$ cat src/rtl/chs_pkg.sv
package chs_pkg;
    typedef enum logic [2:0] {
        ST_IDLE,
        ST_MUL_A,
        ST_MUL_B,
        ST_LOAD,
        ST_EMIT,
        ST_FIN
    } chs_state_e;
endpackage

$ cat src/rtl/chs_geo_sel.sv
module chs_geo_sel #(
    parameter int HEADS_W = 5,
    parameter int SPT_W   = 8
) (
    input  logic               sel,
    input  logic [HEADS_W-1:0] heads_a,
    input  logic [SPT_W-1:0]   spt_a,
    input  logic [HEADS_W-1:0] heads_b,
    input  logic [SPT_W-1:0]   spt_b,
    output logic [HEADS_W-1:0] heads_o,
    output logic [SPT_W-1:0]   spt_o
);
    // drive 1 geometry when sel is high
    always_comb begin
        heads_o = sel ? heads_b : heads_a;
        spt_o   = sel ? spt_b   : spt_a;
    end
endmodule

$ cat src/rtl/chs_muladd.sv
module chs_muladd #(
    parameter int AW = 30,
    parameter int BW = 16,
    parameter int YW = 30
) (
    input  logic          clk,
    input  logic          en,
    input  logic [AW-1:0] a,
    input  logic [BW-1:0] b,
    input  logic [AW-1:0] c,
    output logic [YW-1:0] y
);
    logic [YW-1:0] y_q;

    always_ff @(posedge clk) begin
        if (en) begin
            y_q <= YW'(a) * YW'(b) + YW'(c);
        end
    end

    assign y = y_q;
endmodule

$ cat src/rtl/chs_offset_gen.sv
module chs_offset_gen #(
    parameter  int HEADS_W   = 5,
    parameter  int SPT_W     = 8,
    parameter  int SECT_LOG2 = 9,
    localparam int CYL_W     = 16,
    localparam int CNT_W     = 8,
    localparam int REM_W     = CNT_W + 1,
    localparam int IDX_W     = HEADS_W + CYL_W + SPT_W + 1,
    localparam int OFF_W     = IDX_W + SECT_LOG2,
    localparam int MB_W      = (CYL_W > SPT_W) ? CYL_W : SPT_W
) (
    input  logic               clk,
    input  logic               rst_n,
    input  logic               start,
    input  logic               lba_mode,
    input  logic               drive_sel,
    input  logic [3:0]         head_num,
    input  logic [7:0]         sector_num,
    input  logic [7:0]         cyl_lo,
    input  logic [7:0]         cyl_hi,
    input  logic [7:0]         sec_count,
    input  logic [HEADS_W-1:0] heads_d0,
    input  logic [SPT_W-1:0]   spt_d0,
    input  logic [HEADS_W-1:0] heads_d1,
    input  logic [SPT_W-1:0]   spt_d1,
    input  logic               offset_ready,
    output logic [OFF_W-1:0]   offset,
    output logic               offset_valid,
    output logic               done,
    output logic               addr_err,
    output logic               busy
);
    import chs_pkg::*;

    localparam logic [OFF_W-1:0] STEP    = OFF_W'(1) << SECT_LOG2;
    localparam logic [REM_W-1:0] FULL_CT = REM_W'(1) << CNT_W;

    chs_state_e st_q, st_d;

    logic [3:0]       head_q;
    logic [7:0]       sec_q;
    logic [CYL_W-1:0] cyl_q;
    logic             drv_q;
    logic [REM_W-1:0] rem_q;
    logic [OFF_W-1:0] off_q;
    logic             err_q;

    logic             bad_req;
    logic             go;
    logic             accept;
    logic             last;

    logic [HEADS_W-1:0] heads_g;
    logic [SPT_W-1:0]   spt_g;
    logic               mac_en;
    logic [IDX_W-1:0]   mac_a;
    logic [MB_W-1:0]    mac_b;
    logic [IDX_W-1:0]   mac_c;
    logic [IDX_W-1:0]   mac_y;

    assign bad_req = lba_mode || (sector_num == 8'd0);
    assign go      = (st_q == ST_IDLE) && start && !bad_req;
    assign accept  = (st_q == ST_EMIT) && offset_ready;
    assign last    = (rem_q == REM_W'(1));

    chs_geo_sel #(.HEADS_W(HEADS_W), .SPT_W(SPT_W)) u_geo (
        .sel     (drv_q),
        .heads_a (heads_d0),
        .spt_a   (spt_d0),
        .heads_b (heads_d1),
        .spt_b   (spt_d1),
        .heads_o (heads_g),
        .spt_o   (spt_g)
    );

    // MUL_A: heads*cyl + head ; MUL_B: (..)*spt + (sector-1)
    always_comb begin
        mac_en = (st_q == ST_MUL_A) || (st_q == ST_MUL_B);
        if (st_q == ST_MUL_B) begin
            mac_a = mac_y;
            mac_b = MB_W'(spt_g);
            mac_c = IDX_W'(sec_q - 8'd1);
        end else begin
            mac_a = IDX_W'(heads_g);
            mac_b = MB_W'(cyl_q);
            mac_c = IDX_W'(head_q);
        end
    end

    chs_muladd #(.AW(IDX_W), .BW(MB_W), .YW(IDX_W)) u_mac (
        .clk (clk),
        .en  (mac_en),
        .a   (mac_a),
        .b   (mac_b),
        .c   (mac_c),
        .y   (mac_y)
    );

    always_comb begin
        st_d = st_q;
        unique case (st_q)
            ST_IDLE:  if (go) st_d = ST_MUL_A;
            ST_MUL_A: st_d = ST_MUL_B;
            ST_MUL_B: st_d = ST_LOAD;
            ST_LOAD:  st_d = ST_EMIT;
            ST_EMIT:  if (accept && last) st_d = ST_FIN;
            ST_FIN:   st_d = ST_IDLE;
            default:  st_d = ST_IDLE;
        endcase
    end

    always_ff @(posedge clk) begin
        if (!rst_n) begin
            st_q <= ST_IDLE;
        end else begin
            st_q <= st_d;
        end
    end

    always_ff @(posedge clk) begin
        if (!rst_n) begin
            head_q <= '0;
            sec_q  <= '0;
            cyl_q  <= '0;
            drv_q  <= 1'b0;
            rem_q  <= '0;
            off_q  <= '0;
            err_q  <= 1'b0;
        end else begin
            err_q <= (st_q == ST_IDLE) && start && bad_req;
            if (go) begin
                head_q <= head_num;
                sec_q  <= sector_num;
                cyl_q  <= {cyl_hi, cyl_lo};
                drv_q  <= drive_sel;
                rem_q  <= (sec_count == 8'd0) ? FULL_CT : REM_W'(sec_count);
            end
            if (st_q == ST_LOAD) begin
                off_q <= OFF_W'(mac_y) << SECT_LOG2;
            end else if (accept) begin
                off_q <= off_q + STEP;
                rem_q <= rem_q - REM_W'(1);
            end
        end
    end

    always_comb begin
        offset       = off_q;
        offset_valid = (st_q == ST_EMIT);
        done         = (st_q == ST_FIN);
        busy         = (st_q != ST_IDLE);
        addr_err     = err_q;
    end
endmodule

$ cat config.mk
export PLATFORM = sky130hd
export DESIGN_NAME = chs_offset_gen
export DESIGN_NICKNAME = d
export VERILOG_FILES = /design/src/rtl/chs_pkg.sv /design/src/rtl/chs_geo_sel.sv /design/src/rtl/chs_muladd.sv /design/src/rtl/chs_offset_gen.sv
export SDC_FILE = /design/constraint.sdc
export NUM_CORES = 1
export LEC_CHECK = 0
export BUFFER_PORTS_ARGS = -buffer_cell sky130_fd_sc_hd__buf_4
export CORE_ASPECT_RATIO = 1.2
export CORE_MARGIN = 3
export CORE_UTILIZATION = 45
export CTS_BUF_LIST = sky130_fd_sc_hd__clkbuf_8
export DETAILED_ROUTE_END_ITERATION = 10
export GPL_TIMING_DRIVEN = 0
export HOLD_SLACK_MARGIN = 0.03
export PLACE_DENSITY_LB_ADDON = 0.25
export SETUP_SLACK_MARGIN = 0.1
export SYNTH_ARGS = -nofsm -noshare
export SYNTH_HDL_FRONTEND = slang
export SYNTH_HIERARCHICAL = 1
export SYNTH_SLANG_ARGS = --single-unit
$ cat constraint.sdc
create_clock -name clk -period 6.7 [get_ports clk]
set_input_delay 1.005 -clock clk [delete_from_list [all_inputs] [get_ports clk]]
set_output_delay 1.005 -clock clk [all_outputs]
set_load 0.01 [all_outputs]
Yosys cells after proc, flatten, opt, wreduce, memory -nomap -nowiden
Index checks and enable logic that the tools add are counted.

storage, ports and cells
  flip-flop bits (word level) = 111
  latch bits = 0
  memories kept = 0
  word-level logic and storage cells = 53
  ROM bits = 0
  bits in writable memories = 0
  output and inout port bits = 43

operators by class
  muxes and demuxes = 14
  magnitude comparators = 0
  $add $sub $neg = 4
  reductions and logical operators = 15
  shift operators = 0
  $mul = 1
  eq/ne operators = 8
  div/mod/pow operators = 0
  bitwise logic cells = 1

operators with widths
  kind                                                                      count
  39-bit two-way mux                                                        2
  30-bit two-way mux                                                        2
  39-bit by 10-bit adder with 39-bit output (second input constant)         1
  9-bit two-way mux                                                         4
  30-bit adder                                                              1
  30-bit by 16-bit multiplier with 30-bit output                            1
  8-bit logical NOT                                                         2
  16-bit two-way mux                                                        1
  3-bit case mux with 5 select lines                                        1
  9-bit by 1-bit == test with 1-bit output (second input constant)          1
  8-bit by 1-bit subtractor with 9-bit output (second input constant)       1
  9-bit by 1-bit subtractor with 9-bit output (second input constant)       1
  8-bit two-way mux                                                         1
  3-bit by 2-bit == test with 1-bit output (second input constant)          2
  3-bit == test (second input constant)                                     2
  3-bit two-way mux                                                         2
  1-bit logical AND                                                         5
  5-bit two-way mux                                                         1
  3-bit by 1-bit == test with 1-bit output (second input constant)          1
  3-bit logical NOT                                                         1
  3-bit nonzero test                                                        1
  1-bit logical OR                                                          2
  2-bit by 1-bit inequality test with 1-bit output (second input constant)  1
  2-bit inequality test (second input constant)                             1
  other kinds (5)                                                           5

Depth between registers and ports, before layout
Gate-level depths: netlist of the first run.

  depth after elaboration = 7
  depth in mapped cells = 30

By module
Netlist of the first run, hierarchy kept.

modules (own cells, without submodules)
  module          cells each  area an instance (um^2)  instances  seq. area each (um^2)
  chs_muladd      1397        12360.6                  1          900.9
  chs_offset_gen  602         4460.5                   1          1441.4
  chs_geo_sel     14          195.2                    1          0.0

Worst setup path before layout of the first run
No wires, ideal clock.

  path type = reg-to-reg
  from = register st_q[2]
  to = register u_mac.y_q[29] (netlist: u_mac/y[29]), data pin
  path buffers = 5
  cell stages (with the launch flop) = 29
  library setup time = 0.259 ns
  required time = 6.441 ns
  setup slack = -0.488 ns
  arrival = 6.929 ns
  cell sequence = dfxtp_1 -> buf_2 -> nor2_1 -> and2_1 -> clkbuf_1 -> clkbuf_1 -> nand2_1 -> nand2_1 -> clkbuf_1 -> clkbuf_1 -> nand2_1 -> fa_1 -> fa_1 -> fa_1 -> inv_1 -> fa_1 -> fa_1 -> inv_1 -> fa_1 -> inv_1 -> ha_1 -> a21o_1 -> a221oi_1 -> or3b_1 -> o21ai_2 -> o2111ai_1 -> o211ai_1 -> o21ai_1 -> xnor2_1

between the ends
  word-level cells in the longest chain between the ends = 4

RTL lines
  what                                            line                   text
  from (decl)                                     chs_offset_gen.sv:38   chs_state_e st_q, st_d;
  from (signal assigned)                          chs_offset_gen.sv:116  st_q <= st_d;
  3-bit by 2-bit == test with 1-bit output        chs_offset_gen.sv:79   if (st_q == ST_MUL_B) begin
  16-bit two-way mux                              chs_offset_gen.sv:79
  via mac_b[3]                                    chs_offset_gen.sv:57   logic [MB_W-1:0] mac_b;
  30-bit by 16-bit multiplier with 30-bit output  chs_muladd.sv:17       y_q <= YW'(a) * YW'(b) + YW'(c);
  30-bit adder                                    chs_muladd.sv:17
  to (signal assigned)                            chs_muladd.sv:17
  to (decl)                                       chs_muladd.sv:13       logic [YW-1:0] y_q;

The timed path passes the listed nets, and every way through them passes these cells.
A chain may end at the register's enable or synchronous reset.

Worst setup path after layout of the first run
  from = input port spt_d0[6]
  to = register u_mac.y_q[29] (netlist: u_mac/y[29]), data pin

between the ends
  word-level cells in the longest chain between the ends = 4

RTL lines
  what                                            line                  text
  from (decl)                                     chs_offset_gen.sv:23  input logic [SPT_W-1:0] spt_d0,
  8-bit two-way mux                               chs_geo_sel.sv:16     spt_o = sel ? spt_b : spt_a;
  via spt_g[6]                                    chs_offset_gen.sv:54  logic [SPT_W-1:0] spt_g;
  16-bit two-way mux                              chs_offset_gen.sv:79
  via mac_b[6]                                    chs_offset_gen.sv:57
  30-bit by 16-bit multiplier with 30-bit output  chs_muladd.sv:17
  30-bit adder                                    chs_muladd.sv:17

The timed path passes the listed nets, and every way through them passes these cells.

==> qor.csv, run 1 <==
metric,value,unit
Met3 Routed Length,4.137,mm
Worst-path clk slew,0.10,ns
initial antenna violation count,1,
Die Width,183.5,um
placer congestion estimate,0.9390,
Setup TNS Final,-1.764,ns
worst r2r dst,u_mac/y[29],
number of synthesized flops with an enable pin,30,
final wirelength,55.84,mm
Netlist cell types,85,
DRT met1 WL,21.66,mm
Max Cap Viol,0,
Initial Utilization,45.88,%
"Seq/Total Area, Yosys",13.76,%
CTS H-Tree Depth,3,
hold crit path type,reg2reg,
hold wc startpoint,head_q[2],
Synth Cell Area,17020,um2
final hold vios,0,
fin util,54.97,%
critical path launch point type,input port,
WL met2,27.18,mm
arrival time at the worst endpoint,7.20,ns
Final Skew,0.01371,ns
power density over the cells,149.7,nW/um2
Layout Nets,2644,
Area Overhead vs Synth,19.82,%
worst reg2reg setup slack,-0.36,ns
highest metal used,met4,
yosys synthesis warning count,6,
layout cell share with drive strength beyond 1,19.17,%
Post-Syn Instances,2013,
Post-CTS Hold Buffers,0,
R2R cell count,25,
Fmax achieved,141.4,MHz
Site Rows,77,
Tmin final,7.074,ns
initial DRC count,1539,
die height,219.0,um
final setup fails,9,
Remaining DRCs,0,
status,finished with violations,
DR WL/cell,20.83,um
Final Worst Setup Slack,-0.3736,ns
Longest Clk Path Bufs,2,
reg2reg start,st_q[2],
DR vias,14795,
"flops & latches, synth",102,
final std cells w/o fill,2681,
unrepaired setup endpoints after global routing,true,
violated checks,setup timing,
critical-path maximum fanout,5,
Detailed Routing Iterations Pass 1,5,
VDD IR-drop max,120.1,uV
critical path type,in2reg,
Core Box Area,37090,um2
CTS Sinks,102,
CTS buffer count,9,
Port-buffer cells,100,
Leakage,9.436,nW
clock root cell,clkbuf_8,
DIE AREA,40190,um2
Ports,111,
mean area per synthesized cell,8.453,um2
post-route ant nets,0,
critical path required time,6.82,ns
Least-Margin Pin Slew,0.9457,ns
HPWL Detailed,43.21,mm
"top cells by area, synth","fa_1 36%, inv_1 9.5%, nand2_1 8.5%",
top_reg_cell synth,dfxtp_1,
Setup crit end kind,flop,
crit share post-route,105.6,%
asr flop ratio synth,0,%
Final Max Tran Viols,0,
GRT overflow,0,
number of global-route vias before repair,15386,
total track usage,28.09,%
WHS Path Cells,2,
worst skew pair latency,0.37,ns
dpl cells,2597,
Synth top area share,35.76,%
CTS tree,done,
largest net degree at the start of global routing,31,
cell taking the most area after synthesis,fa_1,
Placement Setup Slack,-1.659,ns
Via density,5.518,
global-route wire length before repair,86.77,mm
Hold EP,head_q[2],
ANT cells,0,
Max-slew headroom,36.80,%
-- cell type report --
class / instances / area, um2
repair buffers: 171 / 1394
well taps: 474 / 593.1
flip-flops and latches: 102 / 2346
plain buffers: 116 / 1171
clock inverters: 6 / 62.56
multi-input cells: 1371 / 13070
inverters: 431 / 1618
clock buffers: 10 / 137.6
fillers: 3409 / 16700
-- power by group --
part	switching, mW	internal (mW)
clock	0.231	0.183
combinational	1.06	0.731
sequential	0.0889	0.760
total	1.38	1.67
-- stage by stage --
step                      power [mW]  hold WS (ns)  instance area (um2)
after floorplan                1.799        0.4317                17260
after global placement         2.317        0.4405                18600
after detailed placement       2.338        0.4483                18640
after CTS                      2.944        0.4645                19990
after global routing           3.245        0.4882                20390
final                          3.052        0.4676                20390
-- per-layer routing --
metal / track usage, % / vias up
met4: 12.50 / 0
met2: 48.00 / 686
met5: 0 / -
met3: 3.946 / 152
li1: - / 6547
met1: 35.49 / 7410
-- synth_stat cells (3+ instances only) --
library cell and number:
edfxtp_1 30, a22oi_1 6, buf_1 3, nand4_1 14, and4_1 4, mux2_4 10
or2_2 3, o21bai_1 3, a21oi_1 62, a221oi_1 4, buf_6 6, nor3b_1 3
o311ai_0 7, o31ai_1 5, xnor2_1 47, fa_1 304, nand4b_1 5, ha_1 70
o21a_1 7, dfxtp_1 72, nand2_1 385, or4_1 14, o211ai_1 11, clkbuf_1 83
and2_1 130, o21ai_0 12, a31oi_1 17, a211oi_1 6, o2111ai_1 3, or3_1 15
and3_1 35, nor2_1 34, o21ai_1 9, buf_2 9, nor3_1 19, xor2_1 10
nor4_1 13, mux2_2 3, nand3_1 27, a21o_1 11, inv_1 431, buf_4 14
-- worst max-delay path by stage --
stage / slack [ns] / end / startpoint / depth (start not counted)
after floorplan: 0.05 / u_mac/y[23] / spt_d0[4] / 24
after global placement: -2.11 / u_mac/y[28] / sec_q[0] / 22
after detailed placement: -1.66 / u_mac/y[22] / st_q[1] / 24
after CTS: -0.26 / u_mac/y[29] / st_q[0] / 29
after global routing: -0.53 / u_mac/y[29] / st_q[2] / 26
final: -0.37 / u_mac/y[29] / spt_d0[6] / 26
-- placed cells by master, fill, tap and decap left out, types with 25 or more instances in the layout --
| cell | instances |
|---|---|
| ha_1 | 60 |
| nor2_1 | 32 |
| nand2_1 | 356 |
| dfxtp_1 | 69 |
| edfxtp_1 | 30 |
| buf_4 | 173 |
| a21oi_1 | 56 |
| inv_1 | 419 |
| nand3_1 | 27 |
| xnor2_1 | 45 |
| and2_1 | 120 |
| clkbuf_8 | 25 |
| fa_1 | 295 |
-- critical path: stages --
cell and delay (ns):
buf_6 0.09, mux2_4 0.28, nand2_4 0.09, nand2_8 0.08, clkbuf_16 0.16, and2_4 0.15, fa_1 0.54, inv_2 0.05
fa_1 0.48, fa_1 0.54, inv_1 0.05, fa_1 0.45, fa_1 0.50, inv_1 0.05, fa_1 0.52, inv_2 0.06
ha_4 0.25, a21o_1 0.18, a221oi_2 0.31, or3b_4 0.44, o21ai_4 0.17, buf_12 0.14, o2111ai_2 0.11, o211ai_1 0.18
o21ai_2 0.15, xnor2_1 0.14
-- cells by family after synthesis --
family | synth area share (%)
and+or+nand+nor | 20.84
AOI/OAI and AO/OA | 7.603
other | 0.02204
xor gates and xnor gates | 2.934
muxes | 1.081
DFF | 13.76
adders and majority gates | 40.91
buffers and inverters | 12.85
-- sequential cells by signal, indices dropped and copies added, names as in the netlist --
name      count
addr_err      1
cyl_q        16
drv_q         1
head_q        4
offset       30
rem_q         9
sec_q         8
st_q          3
u_mac/y      30
-- what timing repair did --
item | CTS | global route
cloned | 2 | 1
pin swaps | 57 | 51
setup buffers | 46 | 21
hold endpoints to repair | 0 | 0
resized for setup | 217 | 90
endpoints found under the setup margin | 20 | 14
No activity file was read; power rests on OpenSTA's default activity.
==> run 2: changes to the inputs <==
--- a/config.mk
+++ b/config.mk
@@ -6,9 +6,11 @@
 export NUM_CORES = 1
 export LEC_CHECK = 0
 export BUFFER_PORTS_ARGS = -buffer_cell sky130_fd_sc_hd__buf_4
+export CELL_PAD_IN_SITES_DETAIL_PLACEMENT = 0
+export CELL_PAD_IN_SITES_GLOBAL_PLACEMENT = 1
 export CORE_ASPECT_RATIO = 1.2
 export CORE_MARGIN = 3
-export CORE_UTILIZATION = 45
+export CORE_UTILIZATION = 44
 export CTS_BUF_LIST = sky130_fd_sc_hd__clkbuf_8
 export DETAILED_ROUTE_END_ITERATION = 10
 export GPL_TIMING_DRIVEN = 0
==> qor.csv, run 2 (synthesis results as in run 1) <==
metric,value,unit
DR WL/cell,21.12,um
number of global-route vias before repair,15762,
DR vias,14584,
critical path launch point type,input port,
Layout Nets,2658,
Worst-path clk slew,0.11,ns
final hold vios,0,
Tot Pwr,3.134,mW
"leading cell type in the layout, fill and taps excluded",inv_1,
worst skew pair latency,0.41,ns
CTS H-Tree Depth,3,
WL met2,28.49,mm
Fmax achieved,143.2,MHz
final wirelength,57.06,mm
Port-buffer cells,100,
Buffers & Inverters on Critical Path,7,
critical path required time,6.87,ns
Initial Utilization,44.82,%
Via density,5.399,
Least-Margin Pin Slew,1.268,ns
Leakage,9.599,nW
"CP delay by family, top",adder cells,
power density over the cells,150.7,nW/um2
Ports,111,
CP peak stage delay,0.56,ns
ANT cells,0,
die height,221.4,um
clock root cell,clkbuf_8,
Tmin final,6.984,ns
CTS Sinks,102,
Post-CTS Hold Buffers,0,
status,finished with violations,
critical path type,in2reg,
highest metal used,met4,
critical-path maximum fanout,5,
Max-slew headroom,14.67,%
Setup crit end kind,flop,
Site Rows,78,
total track usage,28.25,%
post-route ant nets,0,
hold crit path type,reg2reg,
VDD IR-drop max,105.2,uV
violated checks,setup timing,
CTS tree,done,
DRT met1 WL,21.96,mm
largest net degree at the start of global routing,31,
fin util,54.78,%
GRT overflow,0,
Met3 Routed Length,3.762,mm
"commonest non-fill, non-tap cells in the layout","410 x inv_1, 352 x nand2_1, 293 x fa_1, 183 x buf_4, 111 x and2_1",
Detailed Routing Iterations Pass 1,5,
initial antenna violation count,1,
Die Width,185.5,um
Remaining DRCs,0,
layout cell share with drive strength beyond 1,21.12,%
Final Worst Setup Slack,-0.2835,ns
crit path max-delay cell type,fa_1,
Final Skew,0.02315,ns
HPWL Detailed,44.23,mm
Area Overhead vs Synth,22.22,%
initial DRC count,964,
placer congestion estimate,0.9037,
unrepaired setup endpoints after global routing,true,
crit share post-route,104.2,%
Setup TNS Final,-1.368,ns
Final Max Tran Viols,0,
dpl cell area,18640,um2
post-route cell area,20800,um2
final setup fails,9,
crit-path most repeated cell,fa_1,
global-route wire length before repair,88.42,mm
Core Box Area,37960,um2
Longest Clk Path Bufs,2,
CTS buffer count,9,
Max Cap Viol,0,
arrival time at the worst endpoint,7.15,ns
DIE AREA,41080,um2
run 2: changes by cell type in the layout (fill, tap and decap cells not counted), sizes merged:
cell / delta
clkbuf: +5
buf: +8
clkinvlp: +1
clkinv: -1
inv: +1
run 2: metrics by stage:
step	worst slack, ns	hold WS (ns)	cells
finish	-0.2835	0.4663	2701
detailed placement	-2.038	0.4462	2602
global placement	-1.876	0.4406	2601
CTS	-0.2501	0.4634	2681
floorplan	0.05163	0.4317	2021
global route	-0.4773	0.4870	2701
run 2: path summary, 6_finish.rpt:
kind                                 from  slack [ns]          end  depth (start not counted)
worst min-delay path             cyl_q[7]        0.47     cyl_q[7]                          2
worst max-delay path            spt_d0[4]       -0.28  u_mac/y[29]                         26
worst min register to register   cyl_q[7]        0.47     cyl_q[7]                          2
worst max register to register    st_q[2]       -0.25  u_mac/y[29]                         29
run 2: area by class of cell:
type	count	area, um2
timing repair buffer	186	1554
buffer	115	1261
clock buffer	9	123.9
sequential	102	2349
tap	480	600.6
inverter	431	1618
multi-input combinational	1371	13220
fill	3512	17170
clock inverter	7	73.82
run 2: power by group:
| part | switching [mW] | internal, mW | leakage (nW) |
|---|---|---|---|
| Sequential | 0.0810 | 0.759 | 0.872 |
| Combinational | 1.09 | 0.793 | 8.63 |
| Clock | 0.238 | 0.175 | 0.101 |
run 2: what timing repair did:
item	in CTS	in global routing
gates cloned	1	1
setup buffers	62	22
pin swaps	51	53
setup endpoints to repair	20	15
gates resized for setup	262	97
run 2: worst register-to-register path: cells and delay by family, from the launching register on:
family | cells | cell delay, ns
fa+ha+maj | 7 | 3.23
simple gates | 7 | 1.08
buf+inv | 9 | 1.02
compound gates | 5 | 0.91
flops | 1 | 0.34
xor+xnor | 1 | 0.15
run 2: layer usage:
metal | global-route usage [%] | vias to the layer above
met2 | 49.46 | 548
met4 | 11.53 | 0
met3 | 4.390 | 158
li1 | - | 6570
met5 | 0 | -
met1 | 34.52 | 7308
==> run 3: changes to the inputs <==
--- a/config.mk
+++ b/config.mk
@@ -10,12 +10,13 @@
 export CELL_PAD_IN_SITES_GLOBAL_PLACEMENT = 1
 export CORE_ASPECT_RATIO = 1.2
 export CORE_MARGIN = 3
-export CORE_UTILIZATION = 44
+export CORE_UTILIZATION = 45
 export CTS_BUF_LIST = sky130_fd_sc_hd__clkbuf_8
+export CTS_CLUSTER_SIZE = 30
 export DETAILED_ROUTE_END_ITERATION = 10
 export GPL_TIMING_DRIVEN = 0
 export HOLD_SLACK_MARGIN = 0.03
-export PLACE_DENSITY_LB_ADDON = 0.25
+export PLACE_DENSITY_LB_ADDON = 0.1
 export SETUP_SLACK_MARGIN = 0.1
 export SYNTH_ARGS = -nofsm -noshare
 export SYNTH_HDL_FRONTEND = slang
==> constraint.sdc (replaced) <==
create_clock -name clk -period 8.97 [get_ports clk]
set_input_delay 1.3455 -clock clk [delete_from_list [all_inputs] [get_ports clk]]
set_output_delay 1.3455 -clock clk [all_outputs]
set_load 0.01 [all_outputs]
==> qor.csv, run 3 (synthesis results as in run 1) <==
metric,value,unit
Layout Nets,2575,
power density over the cells,109.9,nW/um2
Die Width,183.5,um
Port-buffer cells,100,
Final Max Tran Viols,0,
GRT overflow,0,
clock root cell,clkbuf_8,
"commonest non-fill, non-tap cells in the layout","431 x inv_1, 383 x nand2_1, 304 x fa_1, 130 x and2_1, 117 x buf_4",
final setup fails,0,
VDD IR-drop max,80.03,uV
CP peak stage delay,0.54,ns
number of global-route vias before repair,14901,
crit-path most repeated cell,fa_1,
status,"finished, final reports clean",
sequential cell area,2342,um2
Longest Clk Path Bufs,2,
crit share post-route,94.93,%
layout cell share with drive strength beyond 1,9.495,%
initial antenna violation count,3,
area of the multi-input gates,12540,um2
CTS Sinks,102,
worst skew pair latency,0.41,ns
Site Rows,77,
"CP delay by family, top",adder cells,
initial DRC count,887,
Core Box Area,37090,um2
worst reg2reg setup slack,0.45,ns
arrival time at the worst endpoint,8.72,ns
die height,219.0,um
crit path max-delay cell type,fa_1,
fin util,50.37,%
DR vias,14053,
Post-CTS Hold Buffers,0,
DR WL/cell,21.13,um
Max Cap Viol,0,
Tmin final,8.515,ns
critical-path maximum fanout,10,
Final Worst Setup Slack,0.4547,ns
Detailed Routing Iterations Pass 1,5,
dpl cell area,18430,um2
Worst-path clk slew,0.11,ns
Fmax achieved,117.4,MHz
final hold vios,0,
Initial Utilization,45.88,%
fillers,3634,
HPWL Detailed,44.74,mm
final wirelength,55.22,mm
placer congestion estimate,0.9038,
post-route ant nets,0,
Post-CTS Setup Inserts,0,
"leading cell type in the layout, fill and taps excluded",inv_1,
critical path launch point type,flop,
CTS H-Tree Depth,3,
Least-Margin Pin Slew,1.153,ns
Remaining DRCs,0,
Via density,5.378,
Leakage,8.683,nW
Placement Setup Slack,-0.1998,ns
Area Overhead vs Synth,9.802,%
Buffers & Inverters on Critical Path,7,
hold crit path type,reg2reg,
post-route cell area,18680,um2
total track usage,28.40,%
global-route wire length before repair,86.30,mm
critical path required time,9.17,ns
CTS tree,done,
Max-slew headroom,22.43,%
DIE AREA,40190,um2
unrepaired setup endpoints after global routing,true,
Setup crit end kind,flop,
critical path type,reg2reg,
CTS buffer count,9,
Ports,111,
largest net degree at the start of global routing,31,
Final Skew,0.02248,ns
## run 3: final cells by class
| class | instances | share of cell area [%] |
|---|---|---|
| multi-input cells | 1371 | 67.14 |
| repair buffers | 103 | 4.138 |
| diodes | 1 | 0.01339 |
| inverters | 431 | 8.659 |
| clock inverters | 7 | 0.5692 |
| clock buffers | 9 | 0.6630 |
| well taps | 474 | 3.174 |
| flip-flops and latches | 102 | 12.54 |
| plain buffers | 115 | 3.107 |
## run 3: per-layer routing
metal  GRT usage (%)  part of all wire (%)
met1           35.26                    40
met2           51.53                    51
met3           3.382                   5.9
met4           8.890                   3.4
met5               0                     0
## run 3: what timing repair did
| item | 4_1_cts | 5_1_grt |
|---|---|---|
| gates resized for setup | 7 | 23 |
| setup endpoints to repair | 8 | 8 |
| endpoints found under the hold margin | 0 | 0 |
## run 3: worst register-to-register path, delay by kind of cell, from the launching register on
family	cells	cell delay, ns
simple gates	6	1.19
fa+ha+maj	7	3.47
buf+inv	7	1.58
flops	1	0.38
compound gates	6	1.49
xor+xnor	1	0.21
## run 3: where the power goes
group          leakage (nW)  internal (mW)  switching, mW
Sequential            0.871          0.567         0.0569
Clock                 0.115          0.161          0.181
Combinational          7.70          0.376          0.712
## run 3: path summary, 6_finish.rpt
kind,start,end,depth (start not counted)
max reg2reg,st_q[2],u_mac/y[23],27
min,cyl_q[3],cyl_q[3],2
max,st_q[2],u_mac/y[23],27
min reg2reg,cyl_q[3],cyl_q[3],2
## run 3: metrics by stage
stage / setup TNS, ns / power [mW] / hold slack (ns) / cells
after CTS: 0 / 2.065 / 0.4610 / 2613
after detailed placement: -0.7725 / 1.714 / 0.4455 / 2598
after global placement: -23.04 / 1.707 / 0.4413 / 2595
after floorplan: 0 / 1.307 / 0.4317 / 2021
final: 0 / 2.054 / 0.4626 / 2613
after global routing: 0 / 2.214 / 0.4797 / 2612
